**config.mk**
```make
export PLATFORM = sky130hd
export DESIGN_NAME = i2c_addr_match
export DESIGN_NICKNAME = d
export VERILOG_FILES = /design/src/rtl/i2c_am_pkg.sv /design/src/rtl/i2c_am_cmp.sv /design/src/rtl/i2c_am_fsm.sv /design/src/rtl/i2c_am_flags.sv /design/src/rtl/i2c_addr_match.sv
export SDC_FILE = /design/constraint.sdc
export NUM_CORES = 1
export LEC_CHECK = 0
export ABC_CLOCK_PERIOD_IN_PS = 4150
export BUFFER_PORTS_ARGS = -buffer_cell sky130_fd_sc_hd__buf_2
export CAP_MARGIN = 20
export CORE_AREA = 2 2 53 55
export DETAILED_ROUTE_END_ITERATION = 8
export DIE_AREA = 0 0 55 57
export GPL_ROUTABILITY_DRIVEN = 0
export HOLD_SLACK_MARGIN = 0.06
export PLACE_DENSITY = 0.83
export SYNTH_ARGS = -nofsm -noshare
export SYNTH_HDL_FRONTEND = slang
export SYNTH_SLANG_ARGS = --single-unit
```
**constraint.sdc**
```tcl
create_clock -name clk -period 4.15 [get_ports clk]
set_clock_uncertainty 0.15 [all_clocks]
set_input_delay 0.415 -clock clk [delete_from_list [all_inputs] [get_ports clk]]
set_output_delay 0.415 -clock clk [all_outputs]
set_load 0.05 [all_outputs]
```
**src/rtl/i2c_am_pkg.sv**
```systemverilog
package i2c_am_pkg;
   typedef enum logic [2:0] {
      PH_IDLE = 3'd0,
      PH_HDR  = 3'd1,
      PH_LOW  = 3'd2,
      PH_RX   = 3'd3,
      PH_TX   = 3'd4
   } am_phase_t;

   localparam logic [4:0] TEN_BIT_TAG = 5'b11110;
endpackage

```
**src/rtl/i2c_am_cmp.sv**
```systemverilog
module i2c_am_cmp #(
   parameter int BYTE_W     = 8,
   parameter int ADDR_W     = 10,
   parameter bit RSV_FILTER = 1'b1
) (
   input  logic [BYTE_W-1:0] byte_in,
   input  logic [ADDR_W-1:0] own_addr,
   output logic              hit7,
   output logic              hdr_hit,
   output logic              low_hit,
   output logic              rw
);
   import i2c_am_pkg::*;

   localparam int UP_W = ADDR_W - BYTE_W;

   logic hit7_raw;
   logic rsv_pat;

   generate
      if (ADDR_W != BYTE_W + 2) begin : g_bad_width
         $error("ADDR_W must be BYTE_W + 2");
      end
   endgenerate

   assign hit7_raw = (byte_in[BYTE_W-1:1] == own_addr[BYTE_W-2:0]);
   assign rsv_pat  = (byte_in[BYTE_W-1:BYTE_W-4] == 4'h0) ||
                     (byte_in[BYTE_W-1:BYTE_W-4] == 4'hF);

   generate
      if (RSV_FILTER) begin : g_filter
         assign hit7 = hit7_raw & ~rsv_pat;
      end else begin : g_nofilter
         assign hit7 = hit7_raw;
      end
   endgenerate

   assign hdr_hit = (byte_in[BYTE_W-1:3] == TEN_BIT_TAG) &&
                    (byte_in[UP_W:1] == own_addr[ADDR_W-1:BYTE_W]);
   assign low_hit = (byte_in == own_addr[BYTE_W-1:0]);
   assign rw      = byte_in[0];
endmodule

```
**src/rtl/i2c_am_fsm.sv**
```systemverilog
module i2c_am_fsm (
   input  logic clk,
   input  logic rst_n,
   input  logic bus_start,
   input  logic bus_rstart,
   input  logic bus_stop,
   input  logic byte_vld,
   input  logic mode10,
   input  logic hit7,
   input  logic hdr_hit,
   input  logic low_hit,
   input  logic rw,
   output logic load,
   output logic ack_vld,
   output logic ack_out,
   output logic tx_sel,
   output logic addressed
);
   import i2c_am_pkg::*;

   am_phase_t ph, ph_nxt;
   logic      ten_ok, ten_nxt;
   logic      takes, acc;

   always_comb begin
      ph_nxt  = ph;
      ten_nxt = ten_ok;
      takes   = 1'b0;
      acc     = 1'b0;
      if (bus_stop) begin
         ph_nxt  = PH_IDLE;
         ten_nxt = 1'b0;
      end else if (bus_start) begin
         ph_nxt  = PH_HDR;
         ten_nxt = 1'b0;
      end else if (bus_rstart) begin
         ph_nxt  = PH_HDR;
      end else if (byte_vld) begin
         case (ph)
            PH_HDR: begin
               takes = 1'b1;
               if (!mode10) begin
                  acc    = hit7;
                  ph_nxt = hit7 ? (rw ? PH_TX : PH_RX) : PH_IDLE;
               end else if (hdr_hit && !rw) begin
                  acc     = 1'b1;
                  ph_nxt  = PH_LOW;
                  ten_nxt = 1'b0;
               end else if (hdr_hit && rw && ten_ok) begin
                  acc    = 1'b1;
                  ph_nxt = PH_TX;
               end else begin
                  ph_nxt  = PH_IDLE;
                  ten_nxt = 1'b0;
               end
            end
            PH_LOW: begin
               takes   = 1'b1;
               acc     = low_hit;
               ph_nxt  = low_hit ? PH_RX : PH_IDLE;
               ten_nxt = low_hit;
            end
            PH_RX: begin
               takes = 1'b1;
               acc   = 1'b1;
            end
            default: ;
         endcase
      end
   end

   always_ff @(posedge clk or negedge rst_n) begin
      if (!rst_n) begin
         ph      <= PH_IDLE;
         ten_ok  <= 1'b0;
         ack_vld <= 1'b0;
         ack_out <= 1'b0;
      end else begin
         ph      <= ph_nxt;
         ten_ok  <= ten_nxt;
         ack_vld <= takes;
         ack_out <= takes & acc;
      end
   end

   assign load      = takes & acc;
   assign tx_sel    = (ph == PH_TX);
   assign addressed = (ph == PH_RX) || (ph == PH_TX);


   stop_idle_chk: assert property (@(posedge clk) disable iff (!rst_n)
      bus_stop |=> (ph == PH_IDLE) && !ten_ok);

   ack_src_chk: assert property (@(posedge clk) disable iff (!rst_n)
      ack_vld |-> $past(byte_vld));

   ack_qual_chk: assert property (@(posedge clk) disable iff (!rst_n)
      ack_out |-> ack_vld);

   tx_entry_chk: assert property (@(posedge clk) disable iff (!rst_n)
      ($rose(tx_sel) && $past(mode10)) |-> $past(ten_ok));
endmodule

```
**src/rtl/i2c_am_flags.sv**
```systemverilog
module i2c_am_flags #(
   parameter int BYTE_W  = 8,
   parameter int STAT_W  = 16,
   parameter int BCL_BIT = 10
) (
   input  logic                  clk,
   input  logic                  rst_n,
   input  logic                  load,
   input  logic [BYTE_W-1:0]     byte_in,
   input  logic                  rx_rd,
   input  logic                  ack_smp_vld,
   input  logic                  ack_smp_nack,
   input  logic                  coll_evt,
   input  logic                  stat_we,
   input  logic [STAT_W/8-1:0]   stat_be,
   input  logic [STAT_W-1:0]     stat_wdata,
   output logic [BYTE_W-1:0]     rx_data,
   output logic                  rx_full,
   output logic                  ack_stat,
   output logic                  bus_coll
);
   logic full_wr;
   logic unused_wdata;

   generate
      if (BCL_BIT >= STAT_W) begin : g_bad_bcl
         $error("BCL_BIT outside the status word");
      end
      if (STAT_W % 8 != 0) begin : g_bad_stat
         $error("STAT_W must be a whole number of bytes");
      end
   endgenerate

   assign full_wr      = stat_we && (&stat_be);
   assign unused_wdata = ^stat_wdata;

   always_ff @(posedge clk or negedge rst_n) begin
      if (!rst_n) begin
         rx_data  <= '0;
         rx_full  <= 1'b0;
         ack_stat <= 1'b0;
         bus_coll <= 1'b0;
      end else begin
         if (load) begin
            rx_data <= byte_in;
            rx_full <= 1'b1;
         end else if (rx_rd) begin
            rx_full <= 1'b0;
         end
         if (ack_smp_vld) ack_stat <= ack_smp_nack;
         if (coll_evt) bus_coll <= 1'b1;
         else if (full_wr && !stat_wdata[BCL_BIT]) bus_coll <= 1'b0;
      end
   end


   ackstat_hold_chk: assert property (@(posedge clk) disable iff (!rst_n)
      !ack_smp_vld |=> $stable(ack_stat));

   bcl_hold_chk: assert property (@(posedge clk) disable iff (!rst_n)
      (!coll_evt && !(stat_we && (&stat_be))) |=> $stable(bus_coll));

   bcl_set_chk: assert property (@(posedge clk) disable iff (!rst_n)
      coll_evt |=> bus_coll);

   rbf_clr_chk: assert property (@(posedge clk) disable iff (!rst_n)
      (rx_rd && !load) |=> !rx_full);

   rbf_set_chk: assert property (@(posedge clk) disable iff (!rst_n)
      load |=> rx_full && (rx_data == $past(byte_in)));
endmodule

```
**src/rtl/i2c_addr_match.sv**
```systemverilog
module i2c_addr_match #(
   parameter int BYTE_W     = 8,
   parameter int ADDR_W     = 10,
   parameter int STAT_W     = 16,
   parameter int BCL_BIT    = 10,
   parameter bit RSV_FILTER = 1'b1
) (
   input  logic                clk,
   input  logic                rst_n,
   input  logic                bus_start,
   input  logic                bus_rstart,
   input  logic                bus_stop,
   input  logic                rx_byte_vld,
   input  logic [BYTE_W-1:0]   rx_byte,
   input  logic [ADDR_W-1:0]   own_addr,
   input  logic                ten_bit_mode,
   input  logic                ack_smp_vld,
   input  logic                ack_smp_nack,
   input  logic                coll_evt,
   input  logic                stat_we,
   input  logic [STAT_W/8-1:0] stat_be,
   input  logic [STAT_W-1:0]   stat_wdata,
   input  logic                rx_rd,
   output logic                ack_vld,
   output logic                ack_out,
   output logic [BYTE_W-1:0]   rx_data,
   output logic                rx_full,
   output logic                tx_sel,
   output logic                addressed,
   output logic                ack_stat,
   output logic                bus_coll
);
   logic hit7, hdr_hit, low_hit, rw, load;

   i2c_am_cmp #(
      .BYTE_W(BYTE_W), .ADDR_W(ADDR_W), .RSV_FILTER(RSV_FILTER)
   ) u_cmp (
      .byte_in(rx_byte), .own_addr(own_addr),
      .hit7(hit7), .hdr_hit(hdr_hit), .low_hit(low_hit), .rw(rw)
   );

   i2c_am_fsm u_fsm (
      .clk(clk), .rst_n(rst_n),
      .bus_start(bus_start), .bus_rstart(bus_rstart), .bus_stop(bus_stop),
      .byte_vld(rx_byte_vld), .mode10(ten_bit_mode),
      .hit7(hit7), .hdr_hit(hdr_hit), .low_hit(low_hit), .rw(rw),
      .load(load), .ack_vld(ack_vld), .ack_out(ack_out),
      .tx_sel(tx_sel), .addressed(addressed)
   );

   i2c_am_flags #(
      .BYTE_W(BYTE_W), .STAT_W(STAT_W), .BCL_BIT(BCL_BIT)
   ) u_flags (
      .clk(clk), .rst_n(rst_n), .load(load), .byte_in(rx_byte),
      .rx_rd(rx_rd), .ack_smp_vld(ack_smp_vld), .ack_smp_nack(ack_smp_nack),
      .coll_evt(coll_evt), .stat_we(stat_we), .stat_be(stat_be),
      .stat_wdata(stat_wdata), .rx_data(rx_data), .rx_full(rx_full),
      .ack_stat(ack_stat), .bus_coll(bus_coll)
   );
endmodule

```
* After elaboration in Yosys (flattened, before gate mapping) *
Index checks and enable logic that the tools add are counted.

storage, ports and cells
  flip-flop bits (word level) = 17
  output and inout port bits = 15
  input bits = 48

operators by class
  bitwise gates (word level) = 3
  reductions and logical operators = 21
  equal/unequal tests = 12
  muxes and demuxes = 36

operator list
  kind                  count
  $mux W3               9
  $mux W1               23
  $eq A8 B8 Y1          1
  $reduce_bool A4 Y1    2
  $eq A7 B7 Y1          1
  $eq A3 B2 Y1 const B  2
  $logic_and A1 B1 Y1   6
  $pmux W3 S2           1
  $eq A5 B5 Y1 const B  1
  $ne A5 B4 Y1 const B  1
  $reduce_and A5 Y1     1
  $reduce_bool A5 Y1    1
  $eq A4 B4 Y1 const B  1
  $logic_not A4 Y1      1
  $ne A4 B4 Y1 const B  1
  $reduce_and A2 Y1     2
  $reduce_bool A2 Y1    2
  $eq A3 B1 Y1 const B  1
  $eq A3 B3 Y1 const B  1
  $ne A3 B2 Y1 const B  1
  $pmux W1 S3           1
  $reduce_bool A3 Y1    1
  $reduce_or A3 Y1      1
  $and A1 B1 Y1         2
  other kinds (6)       8

* Logic depth before layout (Yosys ltp) *
  word-level depth = 14
  gate-level depth with buffers = 9

* By module *
From an unflattened synthesis, not the netlist that was laid out.

unflattened totals
  cells, all modules = 103
  area, all modules = 1124.8 µm²

modules (own cells, without submodules)
  module        cells each  sequential area each (µm²)  area each (µm²)  instances
  i2c_am_fsm    49          150.1                       457.9            1
  i2c_am_flags  25          275.3                       446.7            1
  i2c_am_cmp    29          0.0                         220.2            1

* Worst setup path after synthesis *
No wires, ideal clock.

  kind = input to register
  start = in rx_byte[6]
  end = reg u_flags.rx_data[1]
  cell stages on the path = 9
  arrival time = 1.989 ns
  path slack = 1.885 ns
  required time = 3.874 ns
  library setup time = 0.126 ns
  cell sequence = buf_6 -> xor2_1 -> nor4_2 -> a21oi_1 -> or2_1 -> buf_6 -> nor2b_4 -> buf_6 -> a221o_1

on the way
  cells in the longest elaborated chain, start to end = 13

RTL lines
  item                               line                  source
  from (decl)                        i2c_addr_match.sv:14  input logic [BYTE_W-1:0] rx_byte,
  $eq A5 B5 Y1                       i2c_am_cmp.sv:38      assign hdr_hit = (byte_in[BYTE_W-1:3] == TEN_BIT_TAG) &&
  $logic_and A1 B1 Y1                i2c_am_cmp.sv:38
  $logic_and A1 B1 Y1 (2 in series)  i2c_am_fsm.sv:49      end else if (hdr_hit && rw && ten_ok) begin
  $mux W1                            i2c_am_fsm.sv:49
  $mux W1                            i2c_am_fsm.sv:45      end else if (hdr_hit && !rw) begin
  $mux W1                            i2c_am_fsm.sv:42      if (!mode10) begin
  $pmux W1 S3 (*)                    i2c_am_fsm.sv:39      case (ph)
  $mux W1 (*)                        i2c_am_fsm.sv:38      end else if (byte_vld) begin
  $mux W1 (*)                        i2c_am_fsm.sv:36      end else if (bus_rstart) begin
  $mux W1 (*)                        i2c_am_fsm.sv:33      end else if (bus_start) begin
  $mux W1 (*)                        i2c_am_fsm.sv:30      if (bus_stop) begin
  $and A1 B1 Y1 (*)                  i2c_am_fsm.sv:86      assign load = takes & acc;
  to (signal assigned)               i2c_am_flags.sv:45    rx_data <= byte_in;
  to (decl)                          i2c_am_flags.sv:17    output logic [BYTE_W-1:0] rx_data,

Mark *: on every way between the ends. The rest lies on a longest branch, timed or not.
A chain may end at the register's enable or synchronous reset.

* Worst setup path in the final report *
  start = reg u_fsm.ph[0]
  end = reg u_flags.rx_data[3]

on the way
  cells in the longest elaborated chain, start to end = 8

RTL lines
  item                                          line              source
  from (decl)                                   i2c_am_fsm.sv:21  am_phase_t ph, ph_nxt;
  from (signal assigned)                        i2c_am_fsm.sv:79  ph <= ph_nxt;
  $eq A3 B2 Y1 or $eq A3 B1 Y1 (tied branches)  i2c_am_fsm.sv:39
  $reduce_or A3 Y1 (no source line) (*)         -
  $mux W1 (*)                                   i2c_am_fsm.sv:39
  $mux W1 (*)                                   i2c_am_fsm.sv:38
  $mux W1 (*)                                   i2c_am_fsm.sv:36
  $mux W1 (*)                                   i2c_am_fsm.sv:33
  $mux W1 (*)                                   i2c_am_fsm.sv:30
  net u_fsm.takes                               i2c_am_fsm.sv:23  logic takes, acc;
  $and A1 B1 Y1 (*)                             i2c_am_fsm.sv:86

The timed path passes the listed nets; every way through them passes the cells marked *.

==> summary.md <==
| Metric | Value |
|---|---|
| CP cell instances | nor2_1 > nor2_1 > nand2_1 > clkinv_1 > and2_1 > a221o_1 |
| Final ANT Viol Nets | 0 |
| Register area | approximately 430 um2 |
| Status | complete, no violations |
| Pwr dens | 229.3 nW/um2 |
| Avg Cell Area, Syn | 9.052 um2 |
| Synth cell count leaders | nand2_1, dfrtp_1, xor2_1, a221o_1, o21ai_0 |
| Synth Register Bits | 17 |
| Initial antenna violation count | 0 |
| Share of total power in combinational logic | 21.3% |
| CTS-repair resized insts | 0 |
| R2R Setup Slk | ~1.9 ns |
| Vias in the first global route | about 1,100 |
| Area Overhead vs Synth | 19.69% |
| CTS tree | built |
| Clock transition at the registers of the reported paths | about 0.1 ns |
| DR iter-0 viols | 38 |
| Synth Area in XOR/XNOR | a little under an eighth |
| Post-synth EDFFs | 0 |
| Share of cells above drive strength 1 | between 30% and 40% |
| Root buf cell | clkbuf_4 |
| Ys flop type | dfrtp_1 |
| Leak | about 0.63 nW |
| Row count | 19 |
| Final hold slack | 0.1398 ns |
| Worst path max stage delay | approximately 0.47 ns |
| Top cell type by total area after synthesis | dfrtp_1 |
| Core Region | roughly 2600 um2 |
| Post-layout minimum cycle time | ~2.3 ns |
| CP Launch Type | flip-flop |
| # diodes | 0 |
| Net count after synthesis | between 150 and 200 |
| DP HPWL | 2221 um |
| Clock Power Share | a little over a quarter |
| Count leader, synth | nand2_1 |
| Worst Path Required | 4.17 ns |
| Fin. max-slew vios | 0 |
| Worst reg2reg path depth | 6 |
| # IOs | 63 |
| Drt pass-1 iters | 4 |
| Setup TNS | 0 ns |
| Per-cell routed wire length | 13.35 um |
| Slew @ Worst Pin | 0.4727 ns |
| Share of the synthesized area in the top cell type | about 36% |
| Port-buffer cells | 47 |
| Chip Width | 55 um |
| Synth cell types | 36 |
| RSZ-0062 raised after global routing | no |
| Fin crit share | a little over half |
| Die Ht | approximately 57 um |
| Psw | between 0.09 and 0.1 mW |
| Reported max-cap violation count | 0 |
| Global-route wire length before repair | between 4000 and 5000 um |
| Vias/cell | around 5.6 |
| Peak VDD IR | between 100 and 150 uV |
| Syn Std Cell Area | between 1000 and 1500 um2 |
| Mux cell area share after synthesis | less than 1% |
| Die ar. | approximately 3100 um2 |
| Clock latency on the worst-skew pair | around 0.29 ns |
| CP Class | flip-flop to flip-flop |
| Crit Path Max Fanout | 13 |
| CTS sink cnt | 17 |
| Peak Freq | between 0.4 and 0.5 GHz |
| Final hold vios | 0 |
| Total Routing Usage GR | between 15 and 20% |
| Multi-input gate area | 679.4 um2 |
| Class of the worst hold path | input port to flip-flop |
| Levels on crit path | 6 |
| Ranking of synthesized cells by area | dfrtp_1, xor2_1, a221o_1 |
| Final #Nets | roughly 220 |
| Residual DRC | 0 |
| Inserted Clock Buffers | 3 |
| Post-Synth Adder-Cell Area | 0% |
| Main combinational cell family by area after synthesis | simple AND/OR/NAND/NOR gates |
| Routed via count | 1,156 |
| Synth Area in Compound Gates | between 20% and 30% |
| Fillers | 260 |
| Synth Area in Simple Gates | a little under a quarter |
| RR Startpoint | u_fsm.ph[0] |
| Cells after Synth | between 100 and 150 |
| Seq pwr share | between 50% and 60% |
| Crit path max-delay family | simple AND/OR/NAND/NOR gates |
| Total wire length | between 2000 and 3000 um |
| Setup Viol. Count Final | 0 |
| Pin count of the biggest net entering global routing | 18 |
| Worst-path cell with the longest stage delay | dfrtp_1 |
| Most frequent CP cell | nor2_1 |
| Relative slew slack | 68.20% |
| Yosys warnings | 0 |
| Critical Path AT | about 2.3 ns |
| CTS H-tree depth | 1 |
| CP bufs+invs | 1 |
| Capture point of the worst path | u_flags.rx_data[3] |
| Fraction of registers with async set/reset | between 90% and 100% |
| Total power | approximately 0.33 mW |
| CTS Buffer Depth | 2 |
| Initial Util | between 40% and 50% |
| Overflow after GRT | 0 |
| Sequential area share after synthesis | 35.60% |
| Critical Path End Type | flip-flop |
| CP startpoint | u_fsm.ph[0] |
| Critical R2R Capture | u_flags.rx_data[3] |
| Sw frac | between 20% and 30% |
| P_int | around 0.23 mW |
state kept, by name, summed over array words and instances (netlist names):
signal,cells
u_flags.ack_stat,1
u_flags.bus_coll,1
u_flags.rx_data,8
u_flags.rx_full,1
u_fsm.ack_out,1
u_fsm.ack_vld,1
u_fsm.ph,3
u_fsm.ten_ok,1
kinds of logic (layout without fill, tap and decap cells):
family                    after synthesis  count (layout)
and+or+nand+nor                        52              52
AOI/OAI and AO/OA                      33              33
DFF                                    17              17
xor gates and xnor gates               16              16
buffers and inverters                  13              56
muxes                                   1               1
through the flow:
| step | worst slack [ns] | instances | instance area, um2 | utilization, % |
|---|---|---|---|---|
| after floorplan | 1.885 | 132 | 1195 | - |
| after global placement | 1.762 | 201 | 1394 | 53.30 |
| after detailed placement | 1.703 | 201 | 1394 | 53.30 |
| after CTS | 1.880 | 206 | 1430 | 54.69 |
| after global routing | 1.691 | 206 | 1430 | 54.69 |
| final | 1.886 | 206 | 1430 | 54.69 |
routing by layer:
layer	routed length (um)	track usage, %
met1	1089	24.11
met2	1476	33.84
met3	152	2.094
met4	32	8.014
met5	0	0
cells in the final DEF, fill, tap and decap left out, types with 2 or more instances in the layout:
master / Yosys / layout
a211oi_1: 2 / 2
o22ai_1: 2 / 2
nor4_1: 2 / 2
nor2_1: 6 / 6
nand3_1: 4 / 4
clkbuf_4: 0 / 3
nor3_1: 6 / 6
inv_1: 3 / 3
buf_2: 3 / 47
nand3b_1: 2 / 2
o21ai_0: 7 / 7
o31ai_1: 2 / 2
a221o_1: 8 / 8
dfrtp_1: 17 / 17
nand2b_1: 5 / 5
and2_1: 2 / 2
xor2_1: 16 / 16
a21oi_1: 4 / 4
nand2_1: 19 / 19
worst min-delay path by stage:
| stage | startpoint | end | slack, ns | cells past startpoint |
|---|---|---|---|---|
| 2_1_floorplan | rst_n | u_flags.ack_stat | -0.03 | 0 |
| 3_3_place_gp | rst_n | u_flags.ack_stat | 0.20 | 1 |
| 3_5_place_dp | rst_n | u_flags.ack_stat | 0.21 | 1 |
| 4_1_cts | bus_stop | u_fsm.ph[0] | 0.13 | 2 |
| 5_1_grt | bus_stop | u_fsm.ph[0] | 0.13 | 2 |
| 6_report | bus_stop | u_fsm.ph[0] | 0.14 | 2 |
cell type report:
type	instances	area share, %
multi-input cells	102	47.51
flip-flops and latches	17	29.75
repair buffers	48	17.15
well taps	31	2.712
clock buffers	4	1.837
inverters	4	1.050
power by group through the flow:
| stage | clock (mW) | sequential [mW] | combinational [mW] |
|---|---|---|---|
| floorplan | 0 | 0.179 | 0.0363 |
| global placement | 0 | 0.173 | 0.0658 |
| detailed placement | 0 | 0.173 | 0.0694 |
| CTS | 0.0910 | 0.170 | 0.0703 |
| global route | 0.0965 | 0.171 | 0.0768 |
| finish | 0.0880 | 0.170 | 0.0698 |
worst reg2reg max path, cell delays in order (launching register included):
cell      delay [ns]
dfrtp_1         0.47
nor2_1          0.16
nor2_1          0.06
nand2_1         0.33
clkinv_1        0.33
and2_1          0.32
a221o_1         0.33
what timing repair did:
item                                   CTS  global route
buffers inserted                         0             0
endpoints found under the hold margin   17             0
hold buffers                             1             0
No activity file was read; power rests on OpenSTA's default activity.
